`src/rtl/planar_pkg.sv`:
```
package planar_pkg;

    typedef enum logic [1:0] {
        S_IDLE = 2'd0,
        S_EMIT = 2'd1,
        S_WRAP = 2'd2
    } plan_state_t;

    // block side for a size code
    function automatic logic [6:0] size_to_nt(input logic [1:0] code);
        return 7'd4 << code;
    endfunction

    // log2(side) + 1
    function automatic logic [2:0] size_to_shift(input logic [1:0] code);
        return 3'(code) + 3'd3;
    endfunction

endpackage

```
`src/rtl/planar_ref_store.sv`:
```
module planar_ref_store #(
    parameter int PIX_W = 8,
    parameter int DEPTH = 129,
    parameter int AW    = 8
) (
    input  logic                        clk,
    input  logic                        wr_en,
    input  logic [AW-1:0]               wr_addr,
    input  logic [PIX_W-1:0]            wr_data,
    input  logic                        lock,
    output logic [DEPTH-1:0][PIX_W-1:0] ref_q
);

    always_ff @(posedge clk) begin
        if (wr_en && !lock && (int'(wr_addr) < DEPTH)) begin
            ref_q[wr_addr] <= wr_data;
        end
    end

endmodule

```
`src/rtl/planar_lane.sv`:
```
module planar_lane #(
    parameter int PIX_W = 8,
    parameter int ACC_W = 16
) (
    input  logic [6:0]       nt,
    input  logic [2:0]       shift,
    input  logic [4:0]       row,
    input  logic [4:0]       col,
    input  logic [PIX_W-1:0] left_px,
    input  logic [PIX_W-1:0] top_px,
    input  logic [PIX_W-1:0] tr_px,
    input  logic [PIX_W-1:0] bl_px,
    output logic [PIX_W-1:0] pred
);

    logic [6:0]       w_left, w_tr, w_top, w_bl;
    logic [ACC_W-1:0] acc;

    always_comb begin
        w_left = nt - 7'd1 - 7'(col);
        w_tr   = 7'(col) + 7'd1;
        w_top  = nt - 7'd1 - 7'(row);
        w_bl   = 7'(row) + 7'd1;
        acc    = ACC_W'(w_left) * ACC_W'(left_px)
               + ACC_W'(w_tr)   * ACC_W'(tr_px)
               + ACC_W'(w_top)  * ACC_W'(top_px)
               + ACC_W'(w_bl)   * ACC_W'(bl_px)
               + ACC_W'(nt);
        pred   = PIX_W'(acc >> shift);
    end

endmodule

```
`src/rtl/planar_seq.sv`:
```
module planar_seq
    import planar_pkg::*;
#(
    parameter int BW = 2,
    parameter int LW = 3
) (
    input  logic          clk,
    input  logic          rst,
    input  logic          start,
    input  logic [1:0]    size_in,
    output logic          busy,
    output logic          emit,
    output logic [1:0]    size_q,
    output logic [BW-1:0] band,
    output logic [BW-1:0] tile,
    output logic [LW-1:0] line,
    output logic          done_o
);

    plan_state_t state, state_nx;
    logic [LW-1:0] line_last;
    logic [BW-1:0] tile_last;
    logic          last_beat;

    always_comb begin
        line_last = (size_q == 2'd0) ? LW'((1 << LW) / 2 - 1) : LW'((1 << LW) - 1);
        unique case (size_q)
            2'd0, 2'd1: tile_last = BW'(0);
            2'd2:       tile_last = BW'(1);
            default:    tile_last = BW'(3);
        endcase
        last_beat = (line == line_last) && (tile == tile_last) && (band == tile_last);
    end

    always_comb begin
        state_nx = state;
        unique case (state)
            S_IDLE:  if (start) state_nx = S_EMIT;
            S_EMIT:  if (last_beat) state_nx = S_WRAP;
            S_WRAP:  state_nx = S_IDLE;
            default: state_nx = S_IDLE;
        endcase
    end

    always_ff @(posedge clk) begin
        if (rst) state <= S_IDLE;
        else     state <= state_nx;
    end

    assign busy = (state != S_IDLE);
    assign emit = (state == S_EMIT);

    always_ff @(posedge clk) begin
        if (rst) begin
            size_q <= 2'd0;
            band   <= '0;
            tile   <= '0;
            line   <= '0;
            done_o <= 1'b0;
        end else begin
            done_o <= (state == S_WRAP);
            unique case (state)
                S_IDLE: begin
                    if (start) begin
                        size_q <= size_in;
                        band   <= '0;
                        tile   <= '0;
                        line   <= '0;
                    end
                end
                S_EMIT: begin
                    if (line != line_last) begin
                        line <= line + LW'(1);
                    end else begin
                        line <= '0;
                        if (tile != tile_last) begin
                            tile <= tile + BW'(1);
                        end else begin
                            tile <= '0;
                            if (band != tile_last) band <= band + BW'(1);
                        end
                    end
                end
                default: ;
            endcase
        end
    end

endmodule

```
`src/rtl/planar_pred_engine.sv`:
```
module planar_pred_engine
    import planar_pkg::*;
#(
    parameter int PIX_W  = 8,
    parameter int MAX_NT = 32,
    parameter int LANES  = 8,
    localparam int REF_N = 4 * MAX_NT + 1,
    localparam int AW    = $clog2(REF_N),
    localparam int BW    = $clog2(MAX_NT / LANES),
    localparam int LW    = $clog2(LANES),
    localparam int RW    = BW + LW
) (
    input  logic                   clk,
    input  logic                   rst,
    input  logic                   ld_en,
    input  logic [AW-1:0]          ld_addr,
    input  logic [PIX_W-1:0]       ld_data,
    input  logic                   start,
    input  logic [1:0]             size_code,
    output logic                   out_valid,
    output logic [LANES*PIX_W-1:0] out_samples,
    output logic [RW-1:0]          out_row,
    output logic [BW-1:0]          out_tile,
    output logic                   done
);

    logic                        busy, emit;
    logic [1:0]                  size_q;
    logic [BW-1:0]               band, tile;
    logic [LW-1:0]               line;
    logic [REF_N-1:0][PIX_W-1:0] ref_q;
    logic [6:0]                  nt_v;
    logic [2:0]                  shift_v;
    logic [RW-1:0]               row;
    logic [AW-1:0]               left_idx, tr_idx, bl_idx;
    logic [LANES-1:0][PIX_W-1:0] lane_pred, samp_d;

    planar_seq #(.BW(BW), .LW(LW)) seq_i (
        .clk(clk), .rst(rst), .start(start), .size_in(size_code),
        .busy(busy), .emit(emit), .size_q(size_q),
        .band(band), .tile(tile), .line(line), .done_o(done)
    );

    planar_ref_store #(.PIX_W(PIX_W), .DEPTH(REF_N), .AW(AW)) store_i (
        .clk(clk), .wr_en(ld_en), .wr_addr(ld_addr), .wr_data(ld_data),
        .lock(busy), .ref_q(ref_q)
    );

    always_comb begin
        nt_v     = size_to_nt(size_q);
        shift_v  = size_to_shift(size_q);
        row      = {band, line};
        left_idx = AW'(2 * int'(nt_v) - 1 - int'(row));
        tr_idx   = AW'(3 * int'(nt_v) + 1);
        bl_idx   = AW'(int'(nt_v) - 1);
    end

    for (genvar g = 0; g < LANES; g++) begin : g_lane
        logic [RW-1:0] col;
        logic [AW-1:0] top_idx;
        assign col     = {tile, LW'(g)};
        assign top_idx = AW'(2 * int'(nt_v) + 1 + int'(col));

        planar_lane #(.PIX_W(PIX_W), .ACC_W(16)) lane_i (
            .nt(nt_v), .shift(shift_v), .row(row), .col(col),
            .left_px(ref_q[left_idx]), .top_px(ref_q[top_idx]),
            .tr_px(ref_q[tr_idx]), .bl_px(ref_q[bl_idx]),
            .pred(lane_pred[g])
        );

        if (g >= LANES / 2) begin : g_hi
            assign samp_d[g] = (size_q == 2'd0) ? '0 : lane_pred[g];
        end else begin : g_lo
            assign samp_d[g] = lane_pred[g];
        end
    end

    always_ff @(posedge clk) begin
        if (rst) begin
            out_valid   <= 1'b0;
            out_samples <= '0;
            out_row     <= '0;
            out_tile    <= '0;
        end else begin
            out_valid <= emit;
            if (emit) begin
                out_samples <= samp_d;
                out_row     <= row;
                out_tile    <= tile;
            end
        end
    end

endmodule

```
`config.mk`:
```
export PLATFORM = sky130hd
export DESIGN_NAME = planar_pred_engine
export DESIGN_NICKNAME = d
export VERILOG_FILES = /design/src/rtl/planar_pkg.sv /design/src/rtl/planar_ref_store.sv /design/src/rtl/planar_lane.sv /design/src/rtl/planar_seq.sv /design/src/rtl/planar_pred_engine.sv
export SDC_FILE = /design/constraint.sdc
export NUM_CORES = 2
export LEC_CHECK = 0
export ABC_CLOCK_PERIOD_IN_PS = 11220
export BUFFER_PORTS_ARGS = -buffer_cell sky130_fd_sc_hd__buf_2
export CAP_MARGIN = 20
export CORE_MARGIN = 2
export CORE_UTILIZATION = 60
export DETAILED_ROUTE_END_ITERATION = 10
export GPL_TIMING_DRIVEN = 0
export PLACE_DENSITY = 0.79
export SLEW_MARGIN = 20
export SYNTH_ARGS = -nofsm -noshare
export SYNTH_HDL_FRONTEND = slang
export SYNTH_HIERARCHICAL = 1
export SYNTH_SLANG_ARGS = --single-unit
export TNS_END_PERCENT = 50
```
`constraint.sdc`:
```
create_clock -name clk -period 11.22 [get_ports clk]
set_input_delay 0.561 -clock clk [delete_from_list [all_inputs] [get_ports clk]]
set_output_delay 0.561 -clock clk [all_outputs]
set_load 0.1 [all_outputs]
```
==> out/metrics.sh <==
OUTCOME='finished, violations left'
FAILED_CHECKS='negative setup slack'
CLK_PIN_SLEW_NS=0.06
DRT_PASS_1_ITERS=9
ROWS=166
CLOCK_PERIOD_MINUS_WORST_SLACK_NS=11.31
CLOCK.FMAX_GHz=0.08843
CTSLONGESTPATHBUFFERS=3
ROUTED_WIRELENGTH_UM=532400
CPLARGESTDELAYFAMILY='adder cells'
DRCVIOLATIONCOUNT=0
CORE_AREA_MM2=0.2044
WORST_HOLD_PATH.NUM_CELLS=3
WORSTREGTOREGCELLS=34
SYNTH.AREA.MUX_SHARE=0.1457
FIRST_GLOBAL_VIAS=98520
AREA_GROWTH_SYN_TO_LAYOUT_PCT=13.47
TRACK_USAGE=0.5139
TIMING.HOLD.WORST_ENDPOINT='seq_i/size_q[0]'
MAPPEDNETLISTAREA_MM2=0.1233
ANTENNA_LEFT=0
DIE-WIDTH_UM=457.4
MOSTFREQUENTLAYOUTCELL='sky130_fd_sc_hd__inv_1'
CTS_TREE='yes'
YOSYSSEQAREASHARE=0.2649
GRT_ANTENNA_BEFORE_REPAIR=74
AVGSYNTHCELLAREA_UM2=11.80
FLOORPLAN.DIE_AREA_MM2=0.2092
CRIT_TOP_CELL='sky130_fd_sc_hd__fa_1'
CRITICAL_PATH.SLOWEST_CELL='sky130_fd_sc_hd__clkbuf_4'
VIA_COUNT=97570
CRIT_PATH_START_KIND='flop'
HTREE_LEVELS=4
PLACE_INST=13670
PORTBUFFERS=94
HP-START='size_code[0]'
GLOBAL_ROUTE.OVERFLOW_TOTAL=0
BOUNDARYPINS=95
LARGEST_STAGE_DELAY_WORST_PATH_NS=0.74
POSTSYNTHCELLCOUNT=10450
SYNTH_SIMPLE_GATE_AREA_SHARE=0.1290
SYNTH_XOR_XNOR_AREA_SHARE=0.02037
FLOORPLAN.INITIALDENSITY=0.6034
CTSROOTBUFFERMASTER='sky130_fd_sc_hd__clkbuf_16'
MAXSLEWVIOLCOUNT=0
RSZ_0062_RAISED_AFTER_GLOBAL_ROUTING='true'
YS_SEQ_ELEMENTS=1116
FINALWORSTSETUPSLACK_NS=-0.08886
SLEW_HEADROOM=0.1516
TOTAL_CLOCK_BUFFERS_CREATED_BY_CTS=131
ASYNC_FLOP_SHARE=0
SYNTH_FF_TYPE='sky130_fd_sc_hd__edfxtp_1'
SYNTH-EDFF-COUNT=1032
SYNTH_COMPOUND_AREA_FRAC=0.05598
DRT-VIAS-PER-INSTANCE=6.959
FINAL_CELL_MIX='1611 x sky130_fd_sc_hd__inv_1, 1472 x sky130_fd_sc_hd__fa_1, 1032 x sky130_fd_sc_hd__edfxtp_1, 895 x sky130_fd_sc_hd__and2_1, 768 x sky130_fd_sc_hd__ha_1'
REGTOREGSTARTPOINT='seq_i/size_q[0]'
CRIT_ARRIVAL_NS=12.08
YOSYS.CELL_TYPES.COUNT=120
MAXCAPVIOLCOUNT=0
WIRE_LENGTH_OF_THE_FIRST_GLOBAL_ROUTING_PASS_UM=741400
CP_MAX_FO=19
WORST_SETUP_PATH_END_KIND='flop'
DRT_ITER0_DRC=15090
TRANSITION_TIME_AT_THE_PIN_WITH_THE_LEAST_SLEW_MARGIN_NS=1.273
GRT_MAX_DEGREE=95
CP.BUFFERS_INVERTERS=9
TIMING.CLOCK.SKEW_NS=0.07726
REGTOREGENDPOINT='out_samples[63]'
SETUP_VIOL_COUNT_FINAL=4
DPL.HPWL_UM=410100
CRITPATHKIND='flop to flop'
R2R_SLACK_NS=-0.09
GP_CONGESTION=1.188
DOMINANT_COMBINATIONAL_CELL_FAMILY_BY_AREA_AFTER_SYNTHESIS='adder cells'
SHARE_OF_SYNTHESIZED_CELL_AREA_IN_FULL_ADDER_HALF_ADDER_AND_MAJORITY_CELLS=0.3178
HOLD_CLASS='input port to flop'
FINALHOLDVIOLATIONS=0
FIN_CRIT_SH=1.008
YOSYSWARNINGCOUNT=6
FINISH.NET_COUNT=13460
DIE-HEIGHT_UM=457.4
FINAL_LAYOUT_SIZE_SUFFIX_GT1_FRAC=0.1856
POST_LAYOUT_NONFILLER_INSTANCES=14020
POST_DR_WIRELENGTH_CELL_UM=37.97
CP.REQUIRED_NS=11.99
CLOCK_SINKS=1116
SKEW_PAIR_LATE_INSERTION_DELAY_NS=0.87
worst register-to-register path: cells and delay by family, from the launching register on:
family | cells | cell delay, ns
fa+ha+maj | 9 | 4.09
compound gates | 9 | 2.52
buf+inv | 9 | 2.31
mux | 2 | 1.18
simple gates | 4 | 0.56
flops | 1 | 0.39
xor+xnor | 1 | 0.21
metrics by stage:
stage,setup TNS [ns],utilization,worst slack (ns),instance area [µm²],hold WS [ns]
floorplan,0,-,0.1429,124000,0.4712
global placement,-654.05,0.6255,-10.62,127800,0.4687
detailed placement,-190.50,0.6486,-3.582,132600,0.4800
CTS,0,0.6810,0.01400,139200,0.04687
global route,-0.1490,0.6843,-0.1490,139900,0.07668
finish,-0.2419,0.6847,-0.08886,139900,0.05350
registers in the layout, indices dropped and copies added, names as in the netlist:
register,count
out_valid,1
seq_i/line,3
seq_i/state,2
seq_i/tile,2
out_samples,64
out_tile,2
out_row,5
store_i/ref_q,1032
seq_i/band,2
seq_i/done_o,1
seq_i/size_q,2
synthesized netlist by cell type (all sizes together), types with 20 or more instances:
library cell | count | area [µm²]
o211ai | 32 | 280.3
buf | 223 | 1265
and3 | 36 | 230.2
xor2 | 72 | 630.6
mux2i | 299 | 2993
o21ai | 112 | 560.5
inv | 1618 | 6073
a211oi | 211 | 1622
a31oi | 20 | 140.1
and2 | 896 | 5607
mux2 | 62 | 698.2
nor3b | 51 | 382.9
nand4 | 22 | 137.6
nand2b | 120 | 750.7
mux4 | 633 | 14270
ha | 775 | 9697
nand2 | 383 | 1440
clkbuf | 179 | 775.7
a21oi | 246 | 1291
o21bai | 27 | 210.2
o22ai | 57 | 356.6
a21o | 65 | 490.5
nor3 | 222 | 1146
nor2 | 237 | 889.6
edfxtp | 1032 | 30990
nand3 | 114 | 570.6
fa | 1473 | 29490
nor2b | 597 | 3735
dfxtp | 84 | 1682
o221ai | 35 | 306.5
a211o | 26 | 236.5
xnor2 | 214 | 1882
worst max path at each step:
stage,from,endpoint,slack (ns),depth (start not counted)
5_1_grt,seq_i/size_q[0],out_samples[63],-0.15,38
3_5_place_dp,seq_i/size_q[0],out_samples[63],-3.58,39
4_1_cts,seq_i/line[0],out_samples[45],0.01,32
6_report,seq_i/size_q[0],out_samples[63],-0.09,34
2_1_floorplan,seq_i/size_q[0],out_samples[63],0.14,33
3_3_place_gp,seq_i/size_q[0],out_samples[63],-10.62,28
routing by layer:
layer,GRT usage,up-vias,wire (µm)
li1,-,37300,-
met3,0.2275,2513,80670
met4,0.3948,36,55460
met1,0.6117,49240,174800
met2,0.7309,8476,220900
met5,0.002067,-,505
area by class of cell:
class	instances	area, µm²
repair buffers	424	4591
clock buffers	158	3410
well taps	2688	3363
flip-flops and latches	1116	32700
clock inverters	81	1162
diodes	36	90.09
fillers	14340	64450
inverters	1621	6108
multi-input cells	7496	85710
plain buffers	400	2795
what timing repair did:
| action | in CTS | in global routing |
|---|---|---|
| hold buffers | 1 | 0 |
| endpoints found under the setup margin | 64 | 64 |
| hold endpoints to repair | 1 | 0 |
| pin swaps | 26 | 23 |
| resized for setup | 359 | 111 |
| buffers inserted | 39 | 35 |
| gates cloned | 5 | 0 |
cell families (layout without fill, tap and decap cells):
group,count (synthesis),after routing
fa+ha+maj,2248,2248
flops,1116,1116
buf+inv,2025,2684
compound gates,978,978
simple gates,2798,2803
other cells,2,223
mux,994,994
xor+xnor,286,286
Power is left out: the tool's default activity adds up to more than one toggle a clock period on the data nets, which glitch-free logic cannot reach.
